## src/rtl/haddr_pkg.sv

```systemverilog
package haddr_pkg;
  localparam int TGT_W  = 5;
  localparam int T_DRAM = 0;
  localparam int T_REGS = 1;
  localparam int T_EGR  = 2;
  localparam int T_CFG  = 3;
  localparam int T_LINK = 4;

  typedef enum logic [1:0] {
    ATTR_OFF = 2'b00,
    ATTR_RO  = 2'b01,
    ATTR_WO  = 2'b10,
    ATTR_RW  = 2'b11
  } seg_attr_e;

  typedef struct packed {
    logic [TGT_W-1:0] target;
    logic             denied;
    logic             unsup;
    logic             cfg_ext;
  } route_t;
endpackage

```

## src/rtl/addr_window.sv

```systemverilog
module addr_window #(
  parameter int AW        = 32,
  parameter int SIZE_LOG2 = 12
) (
  input  logic                   en,
  input  logic [AW-1:SIZE_LOG2]  base,
  input  logic [AW-1:0]          addr,
  output logic                   hit
);
  logic [AW-1:0] unused_low;
  assign unused_low = {addr[AW-1:SIZE_LOG2], addr[SIZE_LOG2-1:0]};
  assign hit = en && (unused_low[AW-1:SIZE_LOG2] == base);
endmodule

```

## src/rtl/cfg_window.sv

```systemverilog
module cfg_window #(
  parameter int AW       = 32,
  parameter int MIN_LOG2 = 26,
  parameter int NSIZES   = 3
) (
  input  logic                  en,
  input  logic [AW-1:MIN_LOG2]  base,
  input  logic [1:0]            size_sel,
  input  logic [AW-1:0]         addr,
  output logic                  hit,
  output logic                  ext
);
  localparam logic [1:0] LAST_SEL = 2'(NSIZES - 1);

  logic [NSIZES-1:0] size_hit;
  logic [1:0]        sel_c;

  for (genvar s = 0; s < NSIZES; s++) begin : g_size
    localparam int L = MIN_LOG2 + s;
    assign size_hit[s] = (addr[AW-1:L] == base[AW-1:L]);
  end

  assign sel_c = (size_sel > LAST_SEL) ? LAST_SEL : size_sel;
  assign hit   = en && size_hit[sel_c];
  assign ext   = |addr[11:8];
endmodule

```

## src/rtl/low_seg_gate.sv

```systemverilog
module low_seg_gate
  import haddr_pkg::*;
#(
  parameter int AW       = 32,
  parameter int NSEG     = 16,
  parameter int SEG_LOG2 = 14,
  parameter int SEG_LO   = 32'h000C_0000
) (
  input  logic [AW-1:0]       addr,
  input  logic                is_write,
  input  logic [2*NSEG-1:0]   attr,
  output logic                in_region,
  output logic                allowed
);
  localparam int IDX_W = (NSEG > 1) ? $clog2(NSEG) : 1;
  localparam logic [AW-1:0] LO = AW'(SEG_LO);
  localparam logic [AW-1:0] HI = AW'(SEG_LO + (NSEG << SEG_LOG2));

  seg_attr_e         fields [NSEG];
  logic [IDX_W-1:0]  idx;
  seg_attr_e         cur;

  for (genvar i = 0; i < NSEG; i++) begin : g_field
    assign fields[i] = seg_attr_e'(attr[2*i +: 2]);
  end

  assign in_region = (addr >= LO) && (addr < HI);
  assign idx       = IDX_W'((addr - LO) >> SEG_LOG2);
  assign cur       = fields[idx];

  always_comb begin
    unique case (cur)
      ATTR_RW:  allowed = 1'b1;
      ATTR_RO:  allowed = !is_write;
      ATTR_WO:  allowed = is_write;
      default:  allowed = 1'b0;
    endcase
  end
endmodule

```

## src/rtl/host_addr_router.sv

```systemverilog
module host_addr_router
  import haddr_pkg::*;
#(
  parameter int ADDR_W   = 34,
  parameter bit LIMIT_4G = 1'b1,
  parameter int EP_LOG2  = 12,
  parameter int REG_LOG2 = 14,
  parameter int CFG_LOG2 = 26,
  parameter int NSEG     = 16
) (
  input  logic                  clk,
  input  logic                  rst_n,
  input  logic                  req_valid,
  output logic                  req_ready,
  input  logic [ADDR_W-1:0]     req_addr,
  input  logic                  req_write,
  output logic                  rsp_valid,
  input  logic                  rsp_ready,
  output logic [TGT_W-1:0]      rsp_target,
  output logic                  rsp_denied,
  output logic                  rsp_unsup,
  output logic                  rsp_cfg_ext,
  input  logic [31:0]           dram_top,
  input  logic                  ep_en,
  input  logic [31:EP_LOG2]     ep_base,
  input  logic                  regs_en,
  input  logic [31:REG_LOG2]    regs_base,
  input  logic                  cfg_en,
  input  logic [31:CFG_LOG2]    cfg_base,
  input  logic [1:0]            cfg_size,
  input  logic [2*NSEG-1:0]     seg_attr
);
  localparam int LIM_LOG2 = LIMIT_4G ? 32 : 31;

  logic [31:0] a32;
  logic        above;
  logic        cfg_hit, cfg_ext, regs_hit, ep_hit, seg_in, seg_ok;
  route_t      nxt, cur;

  assign a32   = req_addr[31:0];
  assign above = |req_addr[ADDR_W-1:LIM_LOG2];

  cfg_window #(.AW(32), .MIN_LOG2(CFG_LOG2), .NSIZES(3)) u_cfg (
    .en(cfg_en), .base(cfg_base), .size_sel(cfg_size), .addr(a32),
    .hit(cfg_hit), .ext(cfg_ext)
  );

  addr_window #(.AW(32), .SIZE_LOG2(REG_LOG2)) u_regs (
    .en(regs_en), .base(regs_base), .addr(a32), .hit(regs_hit)
  );

  addr_window #(.AW(32), .SIZE_LOG2(EP_LOG2)) u_ep (
    .en(ep_en), .base(ep_base), .addr(a32), .hit(ep_hit)
  );

  low_seg_gate #(.AW(32), .NSEG(NSEG)) u_seg (
    .addr(a32), .is_write(req_write), .attr(seg_attr),
    .in_region(seg_in), .allowed(seg_ok)
  );

  always_comb begin
    nxt = '0;
    if (above) begin
      nxt.target[T_LINK] = 1'b1;
      nxt.unsup          = 1'b1;
    end else if (cfg_hit) begin
      nxt.target[T_CFG]  = 1'b1;
      nxt.cfg_ext        = cfg_ext;
    end else if (regs_hit) begin
      nxt.target[T_REGS] = 1'b1;
    end else if (ep_hit) begin
      nxt.target[T_EGR]  = 1'b1;
    end else if (seg_in) begin
      if (seg_ok) begin
        nxt.target[T_DRAM] = 1'b1;
      end else begin
        nxt.target[T_LINK] = 1'b1;
        nxt.denied         = 1'b1;
      end
    end else if (a32 < dram_top) begin
      nxt.target[T_DRAM] = 1'b1;
    end else begin
      nxt.target[T_LINK] = 1'b1;
    end
  end

  assign req_ready = !rsp_valid || rsp_ready;

  always_ff @(posedge clk or negedge rst_n) begin
    if (!rst_n) begin
      rsp_valid <= 1'b0;
      cur       <= '0;
    end else if (req_valid && req_ready) begin
      rsp_valid <= 1'b1;
      cur       <= nxt;
    end else if (rsp_ready) begin
      rsp_valid <= 1'b0;
    end
  end

  assign rsp_target  = cur.target;
  assign rsp_denied  = cur.denied;
  assign rsp_unsup   = cur.unsup;
  assign rsp_cfg_ext = cur.cfg_ext;
endmodule

```

## config.mk

```make
export PLATFORM = sky130hd
export DESIGN_NAME = host_addr_router
export DESIGN_NICKNAME = d
export VERILOG_FILES = /design/src/rtl/haddr_pkg.sv /design/src/rtl/addr_window.sv /design/src/rtl/cfg_window.sv /design/src/rtl/low_seg_gate.sv /design/src/rtl/host_addr_router.sv
export SDC_FILE = /design/constraint.sdc
export NUM_CORES = 1
export LEC_CHECK = 0
export BUFFER_PORTS_ARGS = -buffer_cell sky130_fd_sc_hd__buf_4
export CAP_MARGIN = 30
export CORE_MARGIN = 5
export CORE_UTILIZATION = 40
export DETAILED_ROUTE_END_ITERATION = 6
export MAX_ROUTING_LAYER = met4
export PLACE_DENSITY = 0.92
export SLEW_MARGIN = 20
export SYNTH_ARGS = -nofsm -noshare
export SYNTH_HDL_FRONTEND = slang
export SYNTH_SLANG_ARGS = --single-unit
```

## constraint.sdc

```tcl
create_clock -name clk -period 1.5 [get_ports clk]
set_input_delay 0.3 -clock clk [delete_from_list [all_inputs] [get_ports clk]]
set_output_delay 0.3 -clock clk [all_outputs]
set_load 0.005 [all_outputs]
```

# Word level (Yosys, flattened, before mapping)
# Cells that the tools add are included.
totals:
  input_bits: 152
  output_inout_bits: 10
  register_bits: 9
op_classes:
  add_sub_neg: 1
  muxes: 31
  n_eq_ne: 8
  order_cmp: 6
  n_reduce_logical: 11
  bitwise: 1
ops:
  columns: ["operator", "n"]
  rows:
  - ["32-bit by 20-bit greater-or-equal comparator with 1-bit output, second input constant", 1]
  - ["32-bit by 21-bit < comparator with 1-bit output, second input constant", 1]
  - ["32-bit < comparator", 1]
  - ["1-bit 2-to-1 mux", 21]
  - ["20-bit == test", 1]
  - ["18-bit == test", 1]
  - ["18-bit by 1-bit subtractor with 18-bit output, second input constant", 1]
  - ["2-bit 2-to-1 mux", 5]
  - ["2-bit binary-select mux with 4-bit select", 1]
  - ["6-bit == test", 1]
  - ["5-bit == test", 1]
  - ["5-bit greater-or-equal comparator, second input constant", 1]
  - ["1-bit logical AND", 5]
  - ["5-bit 2-to-1 mux", 1]
  - ["4-bit NOT with 5-bit output", 1]
  - ["2-bit == test, second input constant", 2]
  - ["4-bit == test", 1]
  - ["4-bit 2-to-1 mux", 1]
  - ["4-bit OR reduction", 1]
  - ["2-bit by 3-bit < comparator with 1-bit output, second input constant", 1]
  - ["1-bit case mux with 3 select lines", 1]
  - ["1-bit binary-select mux with 2-bit select", 1]
  - ["2-bit by 1-bit == test with 1-bit output, second input constant", 1]
  - ["2-bit greater-than comparator, second input constant", 1]
  - ["4 further kinds", 5]

# Logic depth before layout (Yosys ltp)
# Gate-level depths: netlist (run 1).
depth:
  depth_word: 13
  depth_mapped: 9

# Hierarchy
# Synthesis (run 1) repeated with hierarchy kept, for this count alone.
unflattened:
  hier_cells: 255
  hier_area_um2: 2083.2
by_module_without_submodules:
  columns: ["module", "cells_each", "area_per_inst_um2", "n_inst", "seq_area_each_um2"]
  rows:
  - ["host_addr_router", 146, 1211.2, 1, 225.2]
  - ["low_seg_gate", 46, 360.3, 1, 0.0]
  - ["addr_window (u_ep)", 27, 224.0, 1, 0.0]
  - ["addr_window (u_regs)", 24, 202.7, 1, 0.0]
  - ["cfg_window", 12, 85.1, 1, 0.0]

# Worst setup path before layout (run 1)
# OpenSTA, ideal clock, no wires.
synth_path:
  path_kind: "in2reg"
  from: "input dram_top[17]"
  to: "register cur, in the netlist rsp_target[4]"
  path_stages: 9
  setup_ps: 137
  arrival_ps: 1879
  path_slack_ps: -516
  path_buffers: 0
  path_cell_list: "inv_1 > ha_1 > a21oi_1 > o21ai_0 > a221o_1 > a2111o_1 > a31oi_1 > a211o_1 > a21oi_2"
synth_via:
  elab_chain_cells: 7
synth_lines:
  columns: ["element", "line", "source"]
  rows:
  - ["start: declaration", "host_addr_router.sv:23", "input logic [31:0] dram_top,"]
  - ["32-bit < comparator", "host_addr_router.sv:80", "end else if (a32 < dram_top) begin"]
  - ["1-bit 2-to-1 mux", "host_addr_router.sv:80", null]
  - ["1-bit 2-to-1 mux", "host_addr_router.sv:73", "end else if (seg_in) begin"]
  - ["1-bit 2-to-1 mux", "host_addr_router.sv:71", "end else if (ep_hit) begin"]
  - ["1-bit 2-to-1 mux", "host_addr_router.sv:69", "end else if (regs_hit) begin"]
  - ["1-bit 2-to-1 mux", "host_addr_router.sv:66", "end else if (cfg_hit) begin"]
  - ["1-bit 2-to-1 mux", "host_addr_router.sv:63", "if (above) begin"]
  - ["end signal: assignment", "host_addr_router.sv:95", "cur <= nxt;"]
  - ["end: declaration", "host_addr_router.sv:38", "route_t nxt, cur;"]
# No other way between the ends.
# A chain may end at the register's enable or synchronous reset.

# Final worst setup path (run 1)
layout_path:
  from: "input dram_top[23]"
  to: "register cur, in the netlist rsp_target[4]"
# Same word-level chain as after synthesis.

==> summary.txt, run 1 <==
Run status
  • Outcome: finished, violations left
  • Violated checks: setup timing

Critical path
  • CP peak stage delay: 0.30 ns
  • Most frequent CP cell: buf_4
  • CP required: 1.66 ns
  • WS Path Type: primary input to flip-flop
  • Crit. End Element: flip-flop
  • Worst r2r src: rsp_valid$_DFFE_PN0P_
  • Critical path depth in cells: 12
  • Crit-path leading delay family: buffers and inverters
  • Crit path max fanout: 2
  • Reg2reg path depth: 6
  • Critical Path Start Type: primary input
  • Crit path from: dram_top[23]
  • Arr. time, crit path: 2.03 ns
  • Slowest stage cell, crit path: a211o_1
  • Slack of the worst reg-to-reg path: 0.13 ns
  • Worst-path cell chain: buf_6 -> clkinv_4 -> ha_4 -> nand4_1 -> buf_4 -> buf_4 -> buf_4 -> buf_4 -> nor2_4 -> a31oi_1 -> a211o_1 -> a21oi_2
  • Buf+Inv Stages, Crit Path: 6

Logic synthesis
  • Count of different cell masters after synthesis: 41
  • Mean area per synthesized cell: 8.00 sq um
  • Register bit count reported by yosys: 9
  • Top post-synthesis cells by count: inv_1 (33), ha_1 (31), xnor2_1 (25)
  • Top cell type's share of synthesized area: 19.1%
  • Synth Net Count: 437
  • Post-synthesis sequential area ratio: 11.1%
  • Synth Warn #: 0
  • Top FF cell, synth: dfrtp_1
  • Main area contributors after synthesis: ha_1 (19%), dfrtp_1 (11%), xnor2_1 (11%), xor2_1 (8.2%), inv_1 (6.1%)
  • Post-Synthesis Cell Area: 0.00203 sq mm
  • Number of synthesized flops with an enable pin: 0
  • Post-Syn Instances: 254
  • Yosys top cell by area: ha_1
  • Ys async rst share: 100%
  • Most common cell in the netlist: inv_1

Global routing
  • Vias in the first global route: 3070
  • Met3 usage: 3.99%
  • Gr usage total: 26.4%
  • Met2 Usage GRT: 49.3%
  • Global-route wire length before repair: 13300 um
  • Initial antenna violation count: 0
  • Most used routing layer: met2
  • GR Layer Usage met1: 26.6%
  • Largest net degree at the start of global routing: 13
  • Grt ovf: 0

CTS
  • Clock latency on the worst-skew pair: 0.23 ns
  • Clk root buf: clkbuf_8
  • CTS sink cnt: 9
  • H-tree depth: 1
  • Max clock buf depth: 2
  • CTS tree: yes
  • Clock-pin slew on the worst setup and hold paths: 0.04 ns
  • Clock buffer count from CTS: 3

Run
  • Max cap viols: 0

Floorplan
  • Num rows: 26
  • Die width: 81.3 um
  • Die height: 81.3 um
  • Core Area: 0.00501 sq mm
  • Die area: 0.00661 sq mm
  • Ports: 162
  • Initial Util: 40.6%

Min path
  • Hold path depth: 2
  • HP Start: req_valid
  • Min-Delay Path Class: primary input to flip-flop

STA
  • Final Setup Violations: 3
  • Clk_skew: 0.000540 ns
  • RSZ-0062 raised after global routing: true
  • Final WS setup: -0.374 ns
  • Crit path time final: 1.87 ns
  • Max frequency: 0.534 GHz
  • Worst Tran Pin Value: 0.339 ns
  • Crit share post-route: 125%
  • Slew Viols, Final: 0
  • Normalized max-slew margin: 77.2%
  • Hold Violations, Final: 0

Route
  • Vias per Instance: 5.30
  • Total Wirelength: 9010 um
  • Initial DRC Count: 69
  • DR WL/cell: 17.0 um
  • Post-route antenna net violation count: 0
  • Post-route DRC: 0
  • First-pass DRT Iterations: 4
  • Vias after detailed routing: 2811

Final layout
  • # diodes: 0
  • Layout Cells excl Fill: 530
  • Layout cells sized above 1: 53.5%
  • Area Growth Syn to Fin: 96.0%
  • Nets: 644

Power and ir drop
  • Peak supply drop: 0.000247 V
  • Pwr Density: 396 mW/mm^2
  • LEAKAGE: 0.00202 uW
  • Tot Pwr: 1580 uW

Placed design
  • HPWL after DPL: 7290 um
  • GP Congestion: 0.903
  • Placed insts: 518
  • Port bufs: 161
  • Pre-CTS setup slack: -0.617 ns
## final timing paths
| path | endpoint |
|---|---|
| worst max-delay path | rsp_target[4]$_DFFE_PN0P_ |
| worst min-delay path | rsp_valid$_DFFE_PN0P_ |
| worst max register to register | rsp_denied$_DFFE_PN0P_ |
| worst min register to register | rsp_cfg_ext$_DFFE_PN0P_ |
| max in group asynchronous | rsp_target[2]$_DFFE_PN0P_ |
| min in group asynchronous | rsp_cfg_ext$_DFFE_PN0P_ |
## placed cells by master, fill, tap and decap left out, types with 9 or more instances in the layout
master	n
buf_4	188
inv_1	26
ha_1	24
xnor2_1	23
nand2_1	21
xor2_1	19
buf_6	13
nand4_1	12
a21oi_1	12
dfrtp_1	9
## area by class of cell
type | count | area, sq um
Clock buffer | 4 | 45.0
Multi-Input combinational cell | 207 | 1820
Sequential cell | 9 | 225
Inverter | 33 | 149
Tap cell | 70 | 87.6
Fill cell | 349 | 1030
Timing Repair Buffer | 207 | 1650
## sequential cells by signal (all words and copies together), names as in the netlist
name,flops
rsp_valid,1
rsp_unsup,1
rsp_target,5
rsp_denied,1
rsp_cfg_ext,1
## power breakdown
group	switching, uW	total, uW	internal (uW)
sequential	6.24	261	255
combinational	410	1040	626
clock	93.1	278	185
total	510	1580	1070
## metrics by stage
step	setup TNS [ns]	utilization [%]	cell area, sq um	hold slack (ns)
floorplan	-0.694	-	2160	0.00441
global placement	-2.20	74.0	3710	0.125
detailed placement	-2.67	74.0	3710	0.128
CTS	-0.726	77.3	3870	0.299
global route	-0.987	79.5	3980	0.304
finish	-0.803	79.5	3980	0.300
## cells by family (layout without fill, tap and decap cells)
kind of cell    count (synthesis)  count (layout)  synth area share (%)
mux                            14              14                  10.5
compound gates                 49              49                  15.7
simple gates                   69              69                  17.2
fa+ha+maj                      31              31                  19.1
flops                           9               9                  11.1
buf+inv                        38             244                  7.51
xor+xnor                       44              44                  19.0
## metal layers
layer	wire length (um)	share of wire (%)
met1	3030	34
met3	684	7.6
met5	0	0
met4	450	5.0
met2	4840	54
## repair_timing
action | in CTS | in global routing
endpoints found under the setup margin | 6 | 7
hold endpoints to repair | 9 | 0
pin swaps | 15 | 20
hold buffers | 1 | 0
buffers inserted | 5 | 1
cloned | 0 | 1
gates resized for setup | 20 | 23
No activity file was read; power rests on OpenSTA's default activity.
==> inputs of run 2 (changes only) <==
--- a/config.mk
+++ b/config.mk
@@ -8,11 +8,12 @@
 export BUFFER_PORTS_ARGS = -buffer_cell sky130_fd_sc_hd__buf_4
 export CAP_MARGIN = 30
 export CORE_MARGIN = 5
-export CORE_UTILIZATION = 40
+export CORE_UTILIZATION = 37
 export DETAILED_ROUTE_END_ITERATION = 6
 export MAX_ROUTING_LAYER = met4
-export PLACE_DENSITY = 0.92
+export PLACE_DENSITY = 0.89
 export SLEW_MARGIN = 20
 export SYNTH_ARGS = -nofsm -noshare
 export SYNTH_HDL_FRONTEND = slang
+export SYNTH_HIERARCHICAL = 1
 export SYNTH_SLANG_ARGS = --single-unit
==> constraint.sdc (replaced) <==
create_clock -name clk -period 1.7 [get_ports clk]
set_input_delay 0.34 -clock clk [delete_from_list [all_inputs] [get_ports clk]]
set_output_delay 0.34 -clock clk [all_outputs]
set_load 0.005 [all_outputs]
==> run 2 against run 1 <==
Against the previous run:
- the run still ends with setup timing left
- via count shrank 2.3%
- final cell count shrank 0.19%
- utilization shrank 3.8 points
- synthesized area grew 2.5%
- critical path depth shrank 5
- sequential cell count is the same
- register-to-register slack gained 0.14 ns
- synthesized cell count grew 0.39%
- sequential share of layout area shrank 0.22 points
- count of clock-buffer cells in the layout is the same
- critical path type unchanged
- largest cell class unchanged
==> summary.txt, run 2 <==
Run status
  • Outcome: finished, violations left
  • Violated checks: setup timing

Logic synthesis
  • Synth Net Count: 438 (+0.23%)
  • Register bit count reported by yosys: 9 (unchanged)
  • Post-synthesis sequential area ratio: 10.8% (-0.27 points)
  • Synth Warn #: 6 (+6)
  • Main area contributors after synthesis: ha_1 (19%), xnor2_1 (14%), dfrtp_1 (11%), mux2i_1 (7.7%), inv_1 (5.8%)
  • Yosys top cell by area: ha_1
  • Post-Synthesis Cell Area: 0.00208 sq mm (+2.5%)
  • Post-Syn Instances: 255 (+0.39%)
  • Top cell type's share of synthesized area: 18.6% (-0.47 points)
  • Number of synthesized flops with an enable pin: 0 (unchanged)
  • Top FF cell, synth: dfrtp_1
  • Count of different cell masters after synthesis: 46 (+12%)
  • Mean area per synthesized cell: 8.17 sq um (+2.1%)
  • Most common cell in the netlist: xnor2_1
  • Ys async rst share: 100% (unchanged)
  • Top post-synthesis cells by count: xnor2_1 (33), inv_1 (32), ha_1 (31)

Floorplan
  • Num rows: 27 (+3.8%)
  • Die width: 85.0 um (+4.6%)
  • Core Area: 0.00547 sq mm (+9.2%)
  • Die area: 0.00723 sq mm (+9.5%)
  • Initial Util: 38.1% (-2.5 points)
  • Ports: 162 (unchanged)
  • Die height: 85.0 um (+4.6%)

STA
  • Final Setup Violations: 5 (+2)
  • Final WS setup: -0.281 ns (+0.0926 ns)
  • RSZ-0062 raised after global routing: true
  • Setup TNS: -0.875 ns (-0.0719 ns)
  • Max frequency: 0.505 GHz
  • Clk_skew: 0.000504 ns (-0.0000363 ns)
  • Normalized max-slew margin: 71.4% (-5.8 points)
  • Worst Tran Pin Value: 0.426 ns (+0.0866 ns)
  • Crit share post-route: 117%
  • Slew Viols, Final: 0 (unchanged)
  • Crit path time final: 1.98 ns
  • Hold Violations, Final: 0 (unchanged)

Placed design
  • Placed insts: 518 (unchanged)
  • GP Congestion: 0.949 (+5.1%)
  • HPWL after DPL: 7610 um (+4.4%)
  • Port bufs: 161 (unchanged)
  • Pre-CTS setup slack: -0.528 ns (+0.0887 ns)

CTS
  • Max clock buf depth: 2 (unchanged)
  • Clk root buf: clkbuf_8
  • Clock latency on the worst-skew pair: 0.23 ns (about the same)
  • H-tree depth: 1 (unchanged)
  • CTS sink cnt: 9 (unchanged)
  • Clock-pin slew on the worst setup and hold paths: 0.05 ns (about the same)
  • Clock buffer count from CTS: 3 (unchanged)
  • CTS tree: yes

Critical path
  • WS Path Type: primary input to flip-flop
  • CP required: 1.86 ns (+0.20 ns)
  • Crit. End Element: flip-flop
  • Arr. time, crit path: 2.14 ns (+0.11 ns)
  • Critical Path Start Type: primary input
  • Crit path max fanout: 2 (unchanged)

Route
  • Post-route antenna net violation count: 0 (unchanged)
  • Total Wirelength: 9230 um (+2.5%)
  • Vias after detailed routing: 2745 (-2.3%)
  • Post-route DRC: 0 (unchanged)
  • First-pass DRT Iterations: 4 (unchanged)
  • Initial DRC Count: 94 (+36%)
  • Vias per Instance: 5.19 (-2.2%)
  • DR WL/cell: 17.4 um (+2.7%)

Global routing
  • Vias in the first global route: 3052 (-0.59%)
  • Grt ovf: 0 (unchanged)
  • Largest net degree at the start of global routing: 19 (+6)
  • Global-route wire length before repair: 14100 um (+6.5%)
  • Initial antenna violation count: 0 (unchanged)
  • Gr usage total: 24.6% (-1.7 points)

Final layout
  • # diodes: 0 (unchanged)
  • Fill cells: 382 (+9.5%)
  • Most frequent cells in the layout: buf_4 (182), inv_1 (31), xnor2_1 (21)
  • Number of flip-flops in the largest register: 5 (unchanged)
  • Most common cell after layout, fill and taps aside: buf_4
  • Layout Cells excl Fill: 529 (-0.19%)
  • Area Growth Syn to Fin: 99.0%
  • Layout cells sized above 1: 56.0% (+2.5 points)
  • Nets: 641 (-0.47%)

Power and ir drop
  • LEAKAGE: 0.00207 uW (+2.5%)
  • Pwr Density: 342 mW/mm^2 (-14%)
  • Peak supply drop: 0.000292 V (+18%)

Min path
  • Min-Delay Path Class: primary input to flip-flop

Run
  • Max cap viols: 0 (unchanged)
-- run 2: changes by cell type after synthesis, moves of 4 or more --
| cell | change |
|---|---|
| mux2i_1 | +9 |
| xnor2_1 | +8 |
| xor2_1 | -8 |
| nor3_1 | -4 |
| nor4_1 | -4 |
-- run 2: worst max-delay path, cell delays in order --
cell and delay, ns:
buf_8 0.10, xnor2_2 0.18, nand4_1 0.16, or4_4 0.56, nor4_4 0.17, or4b_4 0.49
o21ai_2 0.14
-- run 2: stage by stage --
| step | util, % | hold slack, ns | total power (uW) | cell area, sq um |
|---|---|---|---|---|
| detailed placement | 66.8 | 0.167 | 1030 | 3650 |
| global route | 75.7 | 0.350 | 1510 | 4150 |
| finish | 75.7 | 0.350 | 1420 | 4150 |
| global placement | 66.8 | 0.167 | 1000 | 3650 |
| floorplan | - | 0.0444 | 566 | 2130 |
| CTS | 72.3 | 0.354 | 1350 | 3960 |
-- run 2: cells by family after synthesis --
logic type / count (synthesis) / share of synthesized area [%]
AO/OA/AOI/OAI: 44 / 14.7
XOR/XNOR: 44 / 18.5
buffers and inverters: 34 / 7.27
multiplexers: 16 / 7.69
AND/OR/NAND/NOR: 77 / 22.4
flip-flops: 9 / 10.8
adder cells (fa/ha/maj): 31 / 18.6
-- run 2: cell type report --
type	count	area (sq um)	area share [%]
timing repair buffer	200	1600	38.7
clock buffer	4	45.0	1.09
tap	72	90.1	2.17
sequential	9	225	5.43
multi-input combinational	212	2060	49.7
inverter	32	120	2.90
-- run 2: layer usage --
metal	vias up	track usage (%)	part of all wire (%)
li1	1316	-	-
met4	0	7.91	3.6
met2	131	45.8	54
met1	1272	26.4	36
met3	26	3.79	6.2
met5	-	-	0
-- run 2: final timing paths --
kind	start	to	slack (ns)	cells after the start
max	req_addr[31]	rsp_target[1]$_DFFE_PN0P_	-0.28	7
min	req_valid	rsp_valid$_DFFE_PN0P_	0.35	2
max reg2reg	rsp_valid$_DFFE_PN0P_	rsp_target[4]$_DFFE_PN0P_	0.27	6
min reg2reg	rsp_denied$_DFFE_PN0P_	rsp_denied$_DFFE_PN0P_	0.48	2
max in group asynchronous	rst_n	rsp_cfg_ext$_DFFE_PN0P_	1.09	2
min in group asynchronous	rst_n	rsp_unsup$_DFFE_PN0P_	0.48	2
-- run 2: power by group --
part	switching (uW)	total [uW]	internal (uW)
clock	84.8	248	163
sequential	5.52	230	224
combinational	385	938	553
-- run 2: what timing repair did --
| item | in CTS | in global routing |
|---|---|---|
| buffers inserted | 4 | 3 |
| hold buffers | 1 | 0 |
| endpoints found under the setup margin | 5 | 5 |
| pin swaps | 23 | 27 |
| hold endpoints to repair | 9 | 0 |
| gates resized for setup | 37 | 28 |
==> inputs of run 3 (changes only) <==
--- a/config.mk
+++ b/config.mk
@@ -8,10 +8,10 @@
 export BUFFER_PORTS_ARGS = -buffer_cell sky130_fd_sc_hd__buf_4
 export CAP_MARGIN = 30
 export CORE_MARGIN = 5
-export CORE_UTILIZATION = 37
+export CORE_UTILIZATION = 44
 export DETAILED_ROUTE_END_ITERATION = 6
 export MAX_ROUTING_LAYER = met4
-export PLACE_DENSITY = 0.89
+export PLACE_DENSITY = 0.95
 export SLEW_MARGIN = 20
 export SYNTH_ARGS = -nofsm -noshare
 export SYNTH_HDL_FRONTEND = slang
==> constraint.sdc (replaced) <==
create_clock -name clk -period 2.5 [get_ports clk]
set_input_delay 0.5 -clock clk [delete_from_list [all_inputs] [get_ports clk]]
set_output_delay 0.5 -clock clk [all_outputs]
set_load 0.005 [all_outputs]
==> run 3 against run 2 <==
Against the previous run:
- critical endpoint unchanged
- sequential power decreased by 32%
- hold slack got worse by 0.27 ns
- register-to-register slack improved by 0.71 ns
- global-route usage increased by 1.9 points
- clock power decreased by 29%
- the flow now finishes without violations
- critical path depth unchanged
- clock skew increased by 0.0030 ns
- critical path type unchanged
- combinational power decreased by 45%
==> summary.txt, run 3 (synthesis results as in run 2) <==
STA
  • RSZ-0062 raised after global routing: false
  • Final hold slack: 0.0769 ns (-0.273 ns)
  • Crit path time final: 2.44 ns
  • Final WS setup: 0.0608 ns (+0.342 ns)
  • Clk_skew: 0.00346 ns (+0.00296 ns)
  • Max frequency: 0.410 GHz
  • Normalized max-slew margin: 62.3% (-9.2 points)
  • Hold Violations, Final: 0 (unchanged)
  • Slew Viols, Final: 0 (unchanged)
  • Crit share post-route: 97.6%
  • Final Setup Violations: 0 (-5)
  • Worst Tran Pin Value: 0.562 ns (+0.136 ns)

Critical path
  • Crit. End Element: flip-flop
  • Slack of the worst reg-to-reg path: 0.98 ns (+0.71 ns)
  • WS Path Type: primary input to flip-flop
  • Critical path depth in cells: 7 (unchanged)
  • Worst r2r src: rsp_valid$_DFFE_PN0P_
  • CP required: 2.66 ns (+0.80 ns)
  • Slowest stage cell, crit path: or4_1
  • Buf+Inv Stages, Crit Path: 1 (unchanged)
  • CP peak stage delay: 0.60 ns (+0.04 ns)
  • Crit path max fanout: 3 (+1)
  • Critical Path Start Type: primary input
  • Crit-path leading delay family: simple AND/OR/NAND/NOR gates
  • Crit path from: regs_base[16]
  • Reg2reg end: rsp_target[0]$_DFFE_PN0P_
  • Worst-path cell chain: buf_4 -> xnor2_1 -> nand4_1 -> or4_1 -> nor4_4 -> or4b_2 -> o21ai_0
  • Arr. time, crit path: 2.60 ns (+0.46 ns)
  • Reg2reg path depth: 6 (unchanged)
  • Crit path to: rsp_target[1]$_DFFE_PN0P_

Final layout
  • Most frequent cells in the layout: buf_4 (173), xnor2_1 (33), inv_1 (32)
  • # diodes: 0 (unchanged)
  • Nets: 614 (-4.2%)
  • Layout Cells excl Fill: 484 (-8.5%)
  • Number of flip-flops in the largest register: 5 (unchanged)
  • Layout cells sized above 1: 43.7% (-12 points)
  • Most common cell after layout, fill and taps aside: buf_4
  • Fill cells: 350 (-8.4%)
  • Area Growth Syn to Fin: 66.7%

Route
  • Initial DRC Count: 93 (-1.1%)
  • Post-route antenna net violation count: 0 (unchanged)
  • First-pass DRT Iterations: 4 (unchanged)
  • DR WL/cell: 17.1 um (-2.0%)
  • Total Wirelength: 8280 um (-10%)
  • Vias after detailed routing: 2670 (-2.7%)
  • Vias per Instance: 5.52 (+6.3%)
  • Post-route DRC: 0 (unchanged)

Power and ir drop
  • LEAKAGE: 0.00182 uW (-12%)
  • Peak supply drop: 0.000132 V (-55%)
  • Pwr Density: 244 mW/mm^2 (-29%)

Floorplan
  • Die width: 78.8 um (-7.3%)
  • Num rows: 25 (-7.4%)
  • Core Area: 0.00466 sq mm (-15%)
  • Ports: 162 (unchanged)
  • Initial Util: 44.7% (+6.6 points)
  • Die height: 78.8 um (-7.3%)
  • Die area: 0.00621 sq mm (-14%)

Global routing
  • Grt ovf: 0 (unchanged)
  • Vias in the first global route: 2891 (-5.3%)
  • Gr usage total: 26.5% (+1.9 points)
  • Global-route wire length before repair: 12900 um (-8.9%)
  • Initial antenna violation count: 0 (unchanged)
  • Largest net degree at the start of global routing: 19 (unchanged)

CTS
  • CTS tree: yes
  • Post-CTS sizing: 0 (-100%)
  • Post-CTS Setup Inserts: 0 (-4)
  • Clk root buf: clkbuf_8
  • H-tree depth: 1 (unchanged)
  • Clock buffer count from CTS: 3 (unchanged)
  • Clock-pin slew on the worst setup and hold paths: 0.05 ns (about the same)
  • Max clock buf depth: 2 (unchanged)
  • Hold buffers post-CTS: 0 (-1)
  • Clock latency on the worst-skew pair: 0.24 ns (about the same)
  • CTS sink cnt: 9 (unchanged)

Run
  • Max cap viols: 0 (unchanged)

Placed design
  • Port bufs: 161 (unchanged)
  • Placed insts: 480 (-7.3%)
  • HPWL after DPL: 7320 um (-3.8%)
  • GP Congestion: 0.886 (-6.6%)
  • Pre-CTS setup slack: -0.215 ns (+0.313 ns)

Run status
  • Outcome: finished, final reports clean

Min path
  • Min-Delay Path Class: primary input to asynchronous set/reset pin
[run 3: cell types whose count changed in the layout (fill, tap and decap cells not counted), moves of 3 or more]
cell and change:
buf_4 -9, buf_6 -10, buf_8 -5, ha_1 +14
ha_4 -13, nand2_1 +4, nand2_2 -3, o21ai_0 +4
o21ai_2 -3, xnor2_1 +12, xnor2_2 -12
[run 3: area by class of cell]
class / count / area [sq um] / area share (%)
multi-input combinational: 212 / 1720 / 49.4
sequential: 9 / 225 / 6.49
clock buffer: 4 / 45.0 / 1.30
inverter: 32 / 120 / 3.46
timing repair buffer: 173 / 1300 / 37.4
tap: 54 / 67.6 / 1.95
[run 3: how the worst min path moves through the flow]
stage	startpoint	endpoint	slack, ns
2_1_floorplan	rst_n	rsp_cfg_ext$_DFFE_PN0P_	0.20
5_1_grt	rst_n	rsp_denied$_DFFE_PN0P_	0.08
6_report	rst_n	rsp_target[4]$_DFFE_PN0P_	0.08
3_5_place_dp	rst_n	rsp_valid$_DFFE_PN0P_	0.33
3_3_place_gp	rst_n	rsp_valid$_DFFE_PN0P_	0.33
4_1_cts	rst_n	rsp_denied$_DFFE_PN0P_	0.08
[run 3: where the power goes]
group | total, uW | switching [uW] | internal [uW]
combinational | 514 | 216 | 298
sequential | 156 | 3.73 | 153
clock | 176 | 64.3 | 112
[run 3: per-stage QoR]
step	TNS (ns)	utilization (%)	area (sq um)	total power, uW
CTS	0	74.3	3460	843
global placement	-0.101	73.3	3420	644
finish	0	74.5	3470	846
detailed placement	-0.216	73.3	3420	666
global route	0	74.5	3470	904
floorplan	0	-	2080	379
[run 3: routing by layer]
layer	up-vias	wire, um	GRT usage [%]
met5	-	0	-
met1	1215	2980	26.8
met3	39	764	5.44
met2	153	4220	49.7
li1	1263	-	-
met4	0	316	10.8
